<file path="config.mk">
export PLATFORM = sky130hd
export DESIGN_NAME = lmdb_sequencer
export DESIGN_NICKNAME = d
export VERILOG_FILES = /design/src/rtl/lmdb_pkg.sv /design/src/rtl/lmdb_decode.sv /design/src/rtl/lmdb_lowbit.sv /design/src/rtl/lmdb_seq.sv /design/src/rtl/lmdb_sequencer.sv
export SDC_FILE = /design/constraint.sdc
export NUM_CORES = 1
export LEC_CHECK = 0
export ABC_AREA = 1
export BUFFER_PORTS_ARGS = -buffer_cell sky130_fd_sc_hd__buf_2
export CORE_ASPECT_RATIO = 1.25
export CORE_MARGIN = 4
export CORE_UTILIZATION = 50
export DETAILED_ROUTE_END_ITERATION = 16
export PLACE_DENSITY = 0.84
export SETUP_SLACK_MARGIN = 0.15
export SLEW_MARGIN = 10
export SYNTH_ARGS = -nofsm -noshare
export SYNTH_HDL_FRONTEND = slang
export SYNTH_SLANG_ARGS = --single-unit
export TNS_END_PERCENT = 20
</file>
<file path="constraint.sdc">
create_clock -name clk -period 8.3 [get_ports clk]
set_input_delay 0.415 -clock clk [delete_from_list [all_inputs] [get_ports clk]]
set_output_delay 0.415 -clock clk [all_outputs]
set_load 0.02 [all_outputs]
</file>
<file path="src/rtl/lmdb_pkg.sv">
`timescale 1ns/1ps
package lmdb_pkg;
  localparam int LIST_W = 16;
  localparam int CNT_W  = $clog2(LIST_W + 1);

  typedef enum logic [2:0] {
    S_IDLE, S_REQ, S_WAIT, S_WB, S_DONE
  } seq_state_e;

  typedef struct packed {
    logic [LIST_W-1:0] regs;
    logic [3:0]        rn;
    logic              wback;
    logic              unpred;
  } ldm_dec_t;

  function automatic logic [CNT_W-1:0] count_ones(input logic [LIST_W-1:0] v);
    logic [CNT_W-1:0] c;
    c = '0;
    for (int i = 0; i < LIST_W; i++) c = c + CNT_W'(v[i]);
    return c;
  endfunction
endpackage

</file>
<file path="src/rtl/lmdb_decode.sv">
`timescale 1ns/1ps
module lmdb_decode
  import lmdb_pkg::*;
#(
  parameter int ARCH_VERSION = 7
) (
  input  logic [31:0] instr,
  input  logic        compact,
  input  logic        in_it,
  input  logic        it_last,
  output ldm_dec_t    dec
);
  always_comb begin
    logic [15:0]       hw_a;
    logic [15:0]       hw_b;
    logic [LIST_W-1:0] lst;
    logic [CNT_W-1:0]  cnt;
    logic              match;
    hw_a = instr[31:16];
    hw_b = instr[15:0];
    dec  = '0;
    if (compact) begin
      match     = (hw_a[15:6] == 10'b1110100100) && hw_a[4];
      dec.wback = hw_a[5];
      dec.rn    = hw_a[3:0];
      lst       = {hw_b[15], hw_b[14], 1'b0, hw_b[12:0]};
      cnt       = count_ones(lst);
      dec.unpred = (dec.rn == 4'hF) || (cnt < CNT_W'(2)) || (hw_b[15] && hw_b[14]) ||
                   (dec.wback && lst[dec.rn]) || (lst[15] && in_it && !it_last);
    end else begin
      match     = (instr[27:23] == 5'b10010) && !instr[22] && instr[20];
      dec.wback = instr[21];
      dec.rn    = instr[19:16];
      lst       = instr[15:0];
      cnt       = count_ones(lst);
      dec.unpred = (dec.rn == 4'hF) || (cnt == '0) ||
                   ((ARCH_VERSION >= 7) && dec.wback && lst[dec.rn]);
    end
    dec.regs = lst;
    if (!match) begin
      dec.regs   = '0;
      dec.wback  = 1'b0;
      dec.unpred = 1'b1;
    end
  end
endmodule

</file>
<file path="src/rtl/lmdb_lowbit.sv">
`timescale 1ns/1ps
module lmdb_lowbit #(
  parameter int N  = 16,
  localparam int IW = $clog2(N)
) (
  input  logic [N-1:0]  vec,
  output logic [IW-1:0] idx
);
  always_comb begin
    idx = '0;
    for (int i = N - 1; i >= 0; i--) begin
      if (vec[i]) idx = IW'(i);
    end
  end
endmodule

</file>
<file path="src/rtl/lmdb_seq.sv">
`timescale 1ns/1ps
module lmdb_seq
  import lmdb_pkg::*;
#(
  parameter int ADDR_W = 32,
  parameter int DATA_W = 32
) (
  input  logic              clk,
  input  logic              rst_n,
  input  logic              start,
  input  ldm_dec_t          dec,
  input  logic [ADDR_W-1:0] base,
  output logic              idle,
  output logic              mem_req_valid,
  input  logic              mem_req_ready,
  output logic [ADDR_W-1:0] mem_req_addr,
  input  logic              mem_rsp_valid,
  output logic              mem_rsp_ready,
  input  logic [DATA_W-1:0] mem_rsp_data,
  output logic              rf_we,
  output logic [3:0]        rf_waddr,
  output logic [DATA_W-1:0] rf_wdata,
  output logic              branch_valid,
  output logic [DATA_W-1:0] branch_target,
  output logic              done,
  output logic              unpred
);
  seq_state_e        state;
  logic [LIST_W-1:0] pend;
  logic [3:0]        rn_q;
  logic              wb_q;
  logic [ADDR_W-1:0] low_q;
  logic [ADDR_W-1:0] addr_q;
  logic              pc_hit;
  logic [DATA_W-1:0] pc_val;
  logic [3:0]        cur;
  logic [ADDR_W-1:0] low_next;

  lmdb_lowbit #(.N(LIST_W)) u_pick (.vec(pend), .idx(cur));

  assign low_next = base - (ADDR_W'(count_ones(dec.regs)) << 2);

  wire take = (state == S_WAIT) && mem_rsp_valid;
  wire last = ((pend & ~(LIST_W'(1) << cur)) == '0);

  always_ff @(posedge clk) begin
    if (!rst_n) begin
      state  <= S_IDLE;
      pend   <= '0;
      rn_q   <= '0;
      wb_q   <= 1'b0;
      low_q  <= '0;
      addr_q <= '0;
      pc_hit <= 1'b0;
      pc_val <= '0;
      unpred <= 1'b0;
    end else begin
      unique case (state)
        S_IDLE: if (start) begin
          pend   <= dec.regs;
          rn_q   <= dec.rn;
          wb_q   <= dec.wback;
          low_q  <= low_next;
          addr_q <= low_next;
          pc_hit <= 1'b0;
          unpred <= dec.unpred;
          if (dec.regs != '0) state <= S_REQ;
          else                state <= dec.wback ? S_WB : S_DONE;
        end
        S_REQ: if (mem_req_ready) state <= S_WAIT;
        S_WAIT: if (take) begin
          pend[cur] <= 1'b0;
          addr_q    <= addr_q + ADDR_W'(4);
          if (cur == 4'hF) begin
            pc_hit <= 1'b1;
            pc_val <= mem_rsp_data;
          end
          if (last) state <= wb_q ? S_WB : S_DONE;
          else      state <= S_REQ;
        end
        S_WB:    state <= S_DONE;
        S_DONE:  state <= S_IDLE;
        default: state <= S_IDLE;
      endcase
    end
  end

  always_comb begin
    idle          = (state == S_IDLE);
    mem_req_valid = (state == S_REQ);
    mem_req_addr  = addr_q;
    mem_rsp_ready = (state == S_WAIT);
    rf_we         = (take && cur != 4'hF) || (state == S_WB);
    rf_waddr      = (state == S_WB) ? rn_q : cur;
    rf_wdata      = (state == S_WB) ? DATA_W'(low_q) : mem_rsp_data;
    done          = (state == S_DONE);
    branch_valid  = (state == S_DONE) && pc_hit;
    branch_target = pc_val;
  end

  assert_req_hold_R9: assert property (@(posedge clk) disable iff (!rst_n)
    mem_req_valid && !mem_req_ready |=> mem_req_valid && $stable(mem_req_addr));
  assert_one_outstanding_R9: assert property (@(posedge clk) disable iff (!rst_n)
    mem_req_valid && mem_req_ready |=> !mem_req_valid);
  assert_addr_step_R1: assert property (@(posedge clk) disable iff (!rst_n)
    (state == S_REQ && $past(state) == S_WAIT) |-> mem_req_addr == $past(mem_req_addr) + ADDR_W'(4));
  assert_done_pulse_R10: assert property (@(posedge clk) disable iff (!rst_n)
    done |=> !done && idle);
  assert_no_pc_write_R4: assert property (@(posedge clk) disable iff (!rst_n)
    rf_we && mem_rsp_ready |-> rf_waddr != 4'hF);
endmodule

</file>
<file path="src/rtl/lmdb_sequencer.sv">
`timescale 1ns/1ps
module lmdb_sequencer
  import lmdb_pkg::*;
#(
  parameter int ADDR_W       = 32,
  parameter int DATA_W       = 32,
  parameter int ARCH_VERSION = 7
) (
  input  logic              clk,
  input  logic              rst_n,
  input  logic              instr_valid,
  output logic              instr_ready,
  input  logic [31:0]       instr_word,
  input  logic              instr_compact,
  input  logic [ADDR_W-1:0] instr_base,
  input  logic              in_it_block,
  input  logic              it_last_slot,
  output logic              mem_req_valid,
  input  logic              mem_req_ready,
  output logic [ADDR_W-1:0] mem_req_addr,
  input  logic              mem_rsp_valid,
  output logic              mem_rsp_ready,
  input  logic [DATA_W-1:0] mem_rsp_data,
  output logic              rf_we,
  output logic [3:0]        rf_waddr,
  output logic [DATA_W-1:0] rf_wdata,
  output logic              branch_valid,
  output logic [DATA_W-1:0] branch_target,
  output logic              done,
  output logic              unpredictable
);
  ldm_dec_t dec;
  logic     idle;

  lmdb_decode #(.ARCH_VERSION(ARCH_VERSION)) u_dec (
    .instr(instr_word), .compact(instr_compact),
    .in_it(in_it_block), .it_last(it_last_slot), .dec(dec)
  );

  lmdb_seq #(.ADDR_W(ADDR_W), .DATA_W(DATA_W)) u_seq (
    .clk(clk), .rst_n(rst_n), .start(instr_valid && idle), .dec(dec),
    .base(instr_base), .idle(idle),
    .mem_req_valid(mem_req_valid), .mem_req_ready(mem_req_ready),
    .mem_req_addr(mem_req_addr), .mem_rsp_valid(mem_rsp_valid),
    .mem_rsp_ready(mem_rsp_ready), .mem_rsp_data(mem_rsp_data),
    .rf_we(rf_we), .rf_waddr(rf_waddr), .rf_wdata(rf_wdata),
    .branch_valid(branch_valid), .branch_target(branch_target),
    .done(done), .unpred(unpredictable)
  );

  assign instr_ready = idle;

  assert_busy_blocks_R10: assert property (@(posedge clk) disable iff (!rst_n)
    instr_valid && instr_ready |=> !instr_ready);
endmodule

</file>
# Word-level counts from Yosys, hierarchy flattened
# Index checks and enable logic that the tools add are counted.
# word_totals
regBits	122
out_inout_bits	107
wordCells	144
# op_classes
n_addsub	34
n_lt_le_gt_ge	4
n_eq_ne	13
shift	1
mux	47
bitwise_logic	4
reduce_logical	32
# op_table
op	count
adder 5 x 1 -> 5 bit	30
two-way mux 32 bit	3
two-way mux 4 bit	17
one-hot mux 32 bit (2 select lines)	1
two-way mux 16 bit	3
adder 32 x 3 -> 32 bit (second input constant)	1
bitwise AND 16 bit	2
NOT 16 bit	2
one-hot mux 16 bit (2 select lines)	1
subtractor 32 x 7 -> 32 bit	1
two-way mux 3 bit	7
logical NOT 16 bit	1
nonzero test 16 bit	1
left shift 1 x 4 -> 16 bit (first input constant)	1
two-way mux 14 bit	1
logical AND 1 bit	13
one-hot mux 3 bit (4 select lines)	1
equality test 10 bit (second input constant)	1
less-than comparator 4 x 5 -> 1 bit (second input constant)	2
AND reduction 3 bit	3
binary-select mux 1 bit (select 4 bit)	2
equality test 4 bit (second input constant)	2
two-way mux 1 bit	8
inequality test 2 x 1 -> 1 bit (second input constant)	4
other kinds (18)	27

# Logic depth before layout (Yosys ltp)
# Gate-level depths: netlist of run 1.
# depth
ltp_word	25
mapped_depth	34

# Cells and area by module
# From an unflattened synthesis of run 1, not the netlist that was laid out.
# unflattened
cells_unflattened	1423
hier_area_um2	8827.2
# by_module_without_submodules
module	instances	cells_each	area_each_um2	seq_area_each_um2
lmdb_seq	1	1206	7571.0	2442.3
lmdb_decode	1	169	1036.0	0.0
lmdb_lowbit	1	46	212.7	0.0
lmdb_sequencer	1	2	7.5	0.0

# Least setup slack after synthesis of run 1
# No wires, ideal clock.
# synth_path
path_kind	input to register
start	input instr_word[23]
end	register u_seq.addr_q[29], in the netlist u_seq.mem_req_addr[29]
arrival_ps	6279
required_time_ps	8184
slack_ps	1905
cell_stages	32
path_cell_list	nor3_1 > nand3_1 > nor3b_1 > nand2_2 > clkinv_1 > nand2_1 > ha_1 > inv_1 > fa_1 > fa_1 > fa_1 > fa_1 > fa_1 > fa_1 > xor2_1 > ha_1 > nand2_1 > nor2_1 > a211oi_2 > nor3_1 > or2_4 > nor2_4 > nand2_2 > nor2_4 > nand2_2 > nor2_4 > nand4_1 > xnor2_1 > nand2_1 > nand3_1 > o211ai_1 > inv_1
# synth_via
elab_chain_len	23
elab_cells_between_ends	25
classes_between	add/sub: 16; eq/ne: 2; mux: 4; reduce/logical: 3
# synth_lines
item	line_no	source
start: declaration	lmdb_sequencer.sv:13	input logic [31:0] instr_word,
equality test 5 bit	lmdb_decode.sv:31	match = (instr[27:23] == 5'b10010) && !instr[22] && instr[20];
logical AND 1 bit (2 in series)	lmdb_decode.sv:31	
two-way mux 1 bit (*)	lmdb_decode.sv:22	if (compact) begin
two-way mux 16 bit (*)	lmdb_decode.sv:40	if (!match) begin
adder 1 x 1 -> 2 bit	lmdb_pkg.sv:20	for (int i = 0; i < LIST_W; i++) c = c + CNT_W'(v[i]);
adder 5 x 1 -> 5 bit (13 in series)	lmdb_pkg.sv:20	
adder 5 x 1 -> 5 bit (*)	lmdb_pkg.sv:20	
subtractor 32 x 7 -> 32 bit (*)	lmdb_seq.sv:41	assign low_next = base - (ADDR_W'(count_ones(dec.regs)) << 2);
two-way mux 32 bit (*)	lmdb_seq.sv:59	S_IDLE: if (start) begin
one-hot mux 32 bit (2 select lines) (*)	lmdb_seq.sv:58	unique case (state)
end signal: assignment	lmdb_seq.sv:64	addr_q <= low_next;
end signal: assignment	lmdb_seq.sv:73	addr_q <= addr_q + ADDR_W'(4);
end: declaration	lmdb_seq.sv:33	logic [ADDR_W-1:0] addr_q;
# Mark *: on every way between the ends. The rest lies on a longest branch, timed or not. The select of a mux whose other input is x is not followed.
# A chain may end at the register's enable or synchronous reset.

# Final worst setup path of run 1
# Same ends and word-level chain as after synthesis.

==> results.json, run 1 <==
{
  "synth_xor_area_share_pct": 4.83,
  "ioPinCount": 211,
  "rsz0062_at_grt": "no",
  "ys_top_cells_by_area": "dfxtp_1 29%, nand2_1 9.9%, inv_1 7.8%",
  "yosysUniqueCellTypes": 48,
  "clk_latency_ns": 0.42,
  "cts_hold_repair.buffers": 0,
  "fin_skew_ns": 0.0141,
  "drv_cap": 0,
  "grt_pass1_wl_mm": 40.7,
  "cts_setup_buffers": 0,
  "crit_top_cell": "fa_1",
  "ir_worst_vdd_mv": 0.185,
  "synthArstFlopShare_pct": 0,
  "cp_slowest_cell": "fa_1",
  "relSlewSlack_pct": 38.6,
  "post_synth_and_or_nand_nor_area_fraction_pct": 27.1,
  "via_count": 8869,
  "synth_seq_area_share_pct": 29.3,
  "yosysTopAreaCellShare_pct": 29.3,
  "finalCriticalPeriod_ns": 6.67,
  "ys_ff_latch": 122,
  "synth_top_family_by_area": "simple AND/OR/NAND/NOR gates",
  "path_max_fanout": 10,
  "drc": 0,
  "synthesis.area_um2": 8350,
  "fin_util_pct": 62.1,
  "path_clk_slew_ns": 0.07,
  "clock.fmax_mhz": 150,
  "setup_ws_ns": 1.63,
  "io_buffers": 210,
  "r2r_start": "u_seq.state[0]",
  "cts_max_level": 4,
  "drive_above_1_share_pct": 22.9,
  "start_util_pct": 51.3,
  "cts_max_path_buffers": 2,
  "core_area_um2": 16300,
  "yosys_warnings": 0,
  "drt_pass1_iterations": 6,
  "postRouteAntennaNets": 0,
  "cp.required_ns": 8.66,
  "p_per_area_nw_per_um2": 183,
  "worst_pin_slew_ns": 0.918,
  "final_common_cell": "nand2_1",
  "syn_inst": 1200,
  "std_cell_rows": 52,
  "synth_top_cell_by_area": "dfxtp_1",
  "hold_viol": 0,
  "cts_tree": "done",
  "chipHeight_um": 152,
  "setup_viol": 0,
  "synth_fp_nets": 1348,
  "numCtsBuffers": 17,
  "power.leakage_nw": 4.67,
  "hpwl_mm": 20.1,
  "wl_per_cell_um": 16.2,
  "worstHoldPathType": "input pin to register",
  "status": "finished, final reports clean",
  "area_delta_synth_final_pct": 21.1,
  "crit_arrival_ns": 7.03,
  "dp_slack_ns": 1.20,
  "cts_resized": 0,
  "die_w_um": 124,
  "dieArea_um2": 18800,
  "ys.flop_type": "dfxtp_1",
  "cts-root-buf": "clkbuf_16",
  "start_kind": "input pin",
  "reg2reg_slack_ns": 5.40,
  "synthMuxAreaShare_pct": 0,
  "synth_adder_area_share_pct": 8.40,
  "overflow": 0,
  "cts.sinks": 122,
  "synth_compound_area_share_pct": 19.5,
  "worstSetupStartpoint": "instr_word[23]",
  "gp_congestion": 0.939,
  "antenna_found_initial": 2,
  "routed_wl_mm": 26.2,
  "critPathCapture": "u_seq.mem_req_addr[29]",
  "final_cell_mix": "219 x nand2_1, 210 x buf_2, 173 x inv_1",
  "reg2reg_to": "u_seq.low_q[24]",
  "drt-initial-drc-count": 862,
  "endpoint_kind": "register",
  "grt_use_total_pct": 27.0,
  "synth-edff-count": 0,
  "path_class": "input pin to register",
  "postSynthAreaPerCell_um2": 6.95,
  "grt_max_degree": 65,
  "final_nets": 1533,
  "max_stage_delay_ns": 0.54,
  "reg2reg_depth": 8,
  "hp-start": "mem_rsp_data[20]",
  "avgViaCountPerCell": 5.49,
  "grt_pass1_vias": 8189,
  "fin_setup_tns_ns": 0,
  "slew_viol_final": 0,
  "period_share_pct": 80.4
}
-- layout make-up --
cell class              instances  area, um^2
flip-flops and latches        122        2440
clock inverters                15         168
well taps                     216         270
clock buffers                  17         425
inverters                     179         672
repair buffers                219        1120
fillers                      1487        6160
multi-input cells             846        5010
diodes                          1        2.50
-- worst max-delay path, delay by kind of cell --
kind | cells | cell delay (ns)
xor+xnor | 2 | 0.42
buf+inv | 4 | 0.44
fa+ha+maj | 8 | 3.39
compound gates | 2 | 0.32
simple gates | 17 | 2.06
-- where the power goes --
group	internal (W)	switching (W)	leakage [nW]	total, W
logic	0.000163	0.000288	3.38	0.000450
clock network	0.000428	0.000317	0.286	0.000745
registers	0.000620	0.0000353	0.998	0.000656
-- per-layer routing --
| metal | GRT usage (%) | vias up | share of wire [%] |
|---|---|---|---|
| li1 | - | 4312 | - |
| met1 | 34.3 | 4077 | 41 |
| met2 | 44.9 | 416 | 47 |
| met3 | 5.94 | 62 | 8.4 |
| met4 | 9.23 | 2 | 3.0 |
| met5 | 0 | - | 0.076 |
-- cells in the mapped netlist (23+ instances only) --
cell type	number
o211ai_1	23
xor2_1	36
nand2_1	219
dfxtp_1	122
clkbuf_1	41
nand3_1	66
nor2_1	127
inv_1	173
a21oi_1	64
o21ai_0	106
a211oi_2	29
ha_1	24
-- stage by stage --
step / power [W] / hold slack, ns / cell area, um^2 / cells
finish: 0.00185 / 0.259 / 10100 / 1615
floorplan: 0.000968 / 0.429 / 8350 / 1200
detailed placement: 0.00112 / 0.463 / 9510 / 1582
global placement: 0.00110 / 0.459 / 9510 / 1582
global route: 0.00195 / 0.262 / 10100 / 1615
CTS: 0.00186 / 0.253 / 10100 / 1614
-- state kept, by name, summed over array words and instances (netlist names), 3 cells and up --
register and cells:
u_seq.low_q 32, u_seq.rn_q 4, u_seq.pend 16, u_seq.state 3
u_seq.branch_target 32, u_seq.mem_req_addr 32
-- cell families after synthesis --
group	count (synthesis)
and+or+nand+nor	502
AOI/OAI and AO/OA	254
buffers and inverters	232
DFF	122
xor gates and xnor gates	46
adders and majority gates	44
-- worst min path at each step --
stage	end	slack (ns)	depth (start not counted)
CTS	u_seq.branch_target[0]	0.25	3
detailed placement	u_seq.low_q[3]	0.46	2
global placement	u_seq.low_q[3]	0.46	2
global route	u_seq.branch_target[25]	0.26	3
floorplan	u_seq.pc_hit	0.43	2
finish	u_seq.branch_target[20]	0.26	3
Power figures use the tool's default switching activity.
==> run 2, diff against run 1 <==
==> constraint.sdc (replaced) <==
create_clock -name clk -period 6.4 [get_ports clk]
set_input_delay 0.32 -clock clk [delete_from_list [all_inputs] [get_ports clk]]
set_output_delay 0.32 -clock clk [all_outputs]
set_load 0.02 [all_outputs]
==> results.json, run 2 (synthesis gave the netlist of run 1 again) <==
{
  "grt_pass1_vias": 8375,
  "ir_worst_vdd_mv": 0.182,
  "cts_max_path_buffers": 2,
  "drive_above_1_share_pct": 25.4,
  "final_common_cell": "nand2_1",
  "ioPinCount": 211,
  "avgViaCountPerCell": 5.50,
  "clock.fmax_mhz": 164,
  "start_util_pct": 51.3,
  "final_cell_mix": "218 x nand2_1, 209 x buf_2, 171 x inv_1",
  "final_nets": 1560,
  "cts_max_level": 4,
  "max_stage_delay_ns": 0.53,
  "period_share_pct": 95.1,
  "cts.sinks": 122,
  "hold_depth": 3,
  "endpoint_kind": "register",
  "via_count": 9021,
  "path_clk_slew_ns": 0.06,
  "chipHeight_um": 152,
  "area_delta_synth_final_pct": 24.0,
  "grt_pass1_wl_mm": 41.8,
  "postRouteAntennaNets": 0,
  "cts_tree": "done",
  "start_kind": "input pin",
  "worstHoldPathType": "input pin to register",
  "fin_hold_ws_ns": 0.172,
  "slew_viol_final": 0,
  "overflow": 0,
  "total_power_w": 0.00239,
  "cp_slowest_cell": "fa_1",
  "dieArea_um2": 18800,
  "worst_pin_slew_ns": 1.09,
  "numCtsBuffers": 17,
  "setup_viol": 0,
  "io_buffers": 210,
  "cts_hold_repair.buffers": 0,
  "cts-root-buf": "clkbuf_16",
  "finalCriticalPeriod_ns": 6.08,
  "r2r_start": "u_seq.state[2]",
  "fin_skew_ns": 0.0108,
  "antenna_cells": 0,
  "drt-initial-drc-count": 902,
  "cp.required_ns": 6.75,
  "antenna_found_initial": 0,
  "power.leakage_nw": 4.81,
  "hold_end": "u_seq.branch_target[1]",
  "die_w_um": 124,
  "drt_pass1_iterations": 5,
  "path_class": "input pin to register",
  "grt_use_total_pct": 27.4,
  "drv_cap": 0,
  "reg2reg_to": "u_seq.rn_q[2]",
  "gp_congestion": 0.975,
  "rsz0062_at_grt": "yes",
  "hold_viol": 0,
  "hpwl_mm": 20.0,
  "wl_per_cell_um": 16.1,
  "drc": 0,
  "relSlewSlack_pct": 27.1,
  "routed_wl_mm": 26.4,
  "grt_max_degree": 70,
  "reg2reg_depth": 8,
  "clk_latency_ns": 0.42,
  "p_per_area_nw_per_um2": 230,
  "crit_arrival_ns": 6.44,
  "reg2reg_slack_ns": 3.58,
  "core_area_um2": 16300,
  "hp-start": "mem_rsp_data[1]",
  "std_cell_rows": 52,
  "path_max_fanout": 4,
  "status": "finished, final reports clean"
}
-- run 2: layout make-up --
| type | count | area [um^2] |
|---|---|---|
| fillers | 1469 | 5910 |
| repair buffers | 246 | 1330 |
| well taps | 216 | 270 |
| multi-input cells | 846 | 5070 |
| flip-flops and latches | 122 | 2440 |
| clock buffers | 17 | 425 |
| clock inverters | 15 | 141 |
| inverters | 179 | 673 |
-- run 2: worst max-delay path: cells and delay by family --
| kind | cells | cell delay [ns] |
|---|---|---|
| buffers and inverters | 4 | 0.27 |
| and+or+nand+nor | 17 | 1.96 |
| AOI/OAI and AO/OA | 2 | 0.28 |
| xor gates and xnor gates | 2 | 0.36 |
| adders and majority gates | 8 | 3.26 |
-- run 2: power breakdown --
| group | internal (W) | switching [W] |
|---|---|---|
| sequential | 0.000804 | 0.0000454 |
| combinational | 0.000218 | 0.000375 |
| clock | 0.000542 | 0.000400 |
-- run 2: timing repair --
| item | 4_1_cts | 5_1_grt |
|---|---|---|
| setup buffers | 0 | 1 |
| setup endpoints to repair | 0 | 25 |
| resized for setup | 0 | 14 |
-- run 2: how the worst max path moves through the flow --
stage	from	to	slack [ns]	cells past startpoint
floorplan	instr_word[23]	u_seq.mem_req_addr[29]	0.18	32
global placement	instr_word[23]	u_seq.mem_req_addr[29]	-0.05	33
detailed placement	instr_word[23]	u_seq.mem_req_addr[29]	-0.16	33
CTS	instr_word[23]	u_seq.mem_req_addr[29]	0.24	33
global route	instr_word[23]	u_seq.mem_req_addr[29]	0.06	33
finish	instr_word[23]	u_seq.mem_req_addr[29]	0.32	33
-- run 2: through the flow --
step | std cells | setup slack (ns) | cell area, um^2 | setup TNS [ns] | utilization (%)
after floorplan | 1200 | 0.175 | 8350 | 0 | -
after global placement | 1608 | -0.0465 | 9710 | -0.0685 | 59.7
after detailed placement | 1608 | -0.158 | 9710 | -1.13 | 59.7
after CTS | 1640 | 0.237 | 10300 | 0 | 63.2
after global routing | 1641 | 0.0601 | 10400 | 0 | 63.6
final | 1641 | 0.315 | 10400 | 0 | 63.6
-- run 2: per-layer routing --
layer  global-route usage (%)  share of wire, %  vias to the layer above
li1                         -                 -                     4370
met1                     35.0                41                     4127
met2                     45.4                48                      467
met3                     4.79               7.8                       57
met4                     10.8               3.1                        0
met5                        0                 0                        -
==> run 3, diff against run 2 <==
--- a/config.mk
+++ b/config.mk
@@ -10,6 +10,7 @@
 export CORE_ASPECT_RATIO = 1.25
 export CORE_MARGIN = 4
 export CORE_UTILIZATION = 50
+export CTS_BUF_LIST = sky130_fd_sc_hd__clkbuf_8
 export DETAILED_ROUTE_END_ITERATION = 16
 export PLACE_DENSITY = 0.84
 export SETUP_SLACK_MARGIN = 0.15
==> results.json, run 3 (synthesis gave the netlist of run 1 again) <==
{
  "worstHoldPathType": "input pin to register",
  "path_max_fanout": 4,
  "p_switching_w": 0.000789,
  "finalCriticalPeriod_ns": 6.00,
  "cts.sinks": 122,
  "p_clk_share_pct": 32.2,
  "setup_viol": 0,
  "worst_pin_slew_ns": 1.10,
  "cp_slowest_cell": "fa_1",
  "fin_area_um2": 10200,
  "rsz0062_at_grt": "yes",
  "routed_wl_mm": 26.0,
  "power.leakage_nw": 4.73,
  "grt_pass1_wl_mm": 41.2,
  "numCtsBuffers": 17,
  "final_common_cell": "nand2_1",
  "core_area_um2": 16300,
  "antenna_cells": 0,
  "ioPinCount": 211,
  "cts-root-buf": "clkbuf_8",
  "hpwl_mm": 20.0,
  "io_buffers": 210,
  "slew_viol_final": 0,
  "endpoint_kind": "register",
  "path_clk_slew_ns": 0.08,
  "area_delta_synth_final_pct": 21.7,
  "drv_cap": 0,
  "period_share_pct": 93.8,
  "fin_setup_tns_ns": 0,
  "clk_latency_ns": 0.45,
  "cp.required_ns": 6.79,
  "status": "finished, final reports clean",
  "path_buf_inv": 4,
  "drt_pass1_iterations": 6,
  "path_class": "input pin to register",
  "seqPwrFrac_pct": 39.9,
  "std_cell_rows": 52,
  "cts_tree": "done",
  "ir_worst_vdd_mv": 0.150,
  "start_kind": "input pin",
  "critPathTopFamily": "adder cells",
  "antenna_found_initial": 0,
  "relSlewSlack_pct": 26.6,
  "avgViaCountPerCell": 5.44,
  "pwr-share-comb_pct": 27.8,
  "start_util_pct": 51.3,
  "wl_per_cell_um": 15.8,
  "dieArea_um2": 18800,
  "grt_pass1_vias": 8373,
  "hold_viol": 0,
  "clock.fmax_mhz": 167,
  "grt_max_degree": 70,
  "postRouteAntennaNets": 0,
  "grt_use_total_pct": 27.0,
  "final_nets": 1561,
  "drive_above_1_share_pct": 25.2,
  "cts_max_path_buffers": 2,
  "drt-initial-drc-count": 933,
  "via_count": 8931,
  "fin_skew_ns": 0.0147,
  "max_stage_delay_ns": 0.53,
  "die_w_um": 124,
  "dpl_cell_area_um2": 9710,
  "gp_congestion": 0.975,
  "p_int_w": 0.00134,
  "chipHeight_um": 152,
  "cts_max_level": 4,
  "switching_share_pct": 37.1,
  "cts_hold_repair.buffers": 0,
  "p_per_area_nw_per_um2": 209,
  "final_cell_mix": "218 x nand2_1, 209 x buf_2, 171 x inv_1",
  "drc": 0,
  "overflow": 0,
  "crit_arrival_ns": 6.39
}
[run 3: final timing paths]
check	start	to	slack, ns	cells past startpoint
worst min register to register	u_seq.low_q[3]	u_seq.low_q[3]	0.47	2
worst max-delay path	instr_word[23]	u_seq.mem_req_addr[29]	0.40	33
worst max register to register	u_seq.state[2]	u_seq.low_q[25]	3.56	8
worst min-delay path	mem_rsp_data[1]	u_seq.branch_target[1]	0.14	3
[run 3: tightest hold or removal path, delay by kind of cell]
family / cells / cell delay [ns]
buffers and inverters: 2 / 0.16
AO/OA/AOI/OAI: 1 / 0.06
[run 3: final cells by class]
class | count | area [um^2]
repair buffers | 247 | 1340
clock inverters | 15 | 141
multi-input cells | 846 | 5060
inverters | 179 | 673
clock buffers | 17 | 234
fillers | 1504 | 6110
flip-flops and latches | 122 | 2440
well taps | 216 | 270
[run 3: routing by layer]
layer | GRT usage [%] | part of all wire [%] | routed length (um) | vias to the layer above
li1 | - | - | - | 4369
met4 | 10.9 | 3.9 | 1010 | 0
met5 | 0 | 0 | 0 | -
met1 | 34.7 | 41 | 10700 | 4036
met3 | 4.34 | 8.2 | 2120 | 71
met2 | 44.7 | 47 | 12200 | 455
[run 3: per-stage QoR]
step	std cells	utilization [%]	hold WS [ns]	worst slack [ns]	total power, W
floorplan	1200	-	0.429	0.175	0.00126
global placement	1608	59.7	0.456	-0.0465	0.00143
detailed placement	1608	59.7	0.460	-0.158	0.00146
CTS	1640	62.0	0.127	0.267	0.00213
global route	1642	62.4	0.131	0.0934	0.00225
finish	1642	62.4	0.136	0.398	0.00212
[run 3: power by group through the flow]
| stage | Sequential [W] | Clock [W] | Combinational, W |
|---|---|---|---|
| final | 0.000848 | 0.000684 | 0.000592 |
| after global placement | 0.000863 | 0 | 0.000567 |
| after CTS | 0.000847 | 0.000690 | 0.000593 |
| after global routing | 0.000854 | 0.000726 | 0.000668 |
| after detailed placement | 0.000865 | 0 | 0.000592 |
| after floorplan | 0.000877 | 0 | 0.000378 |
[run 3: timing repair]
item | CTS | global route
buffers inserted | 0 | 2
setup endpoints to repair | 0 | 22
resized for setup | 0 | 12
endpoints found under the hold margin | 0 | 0
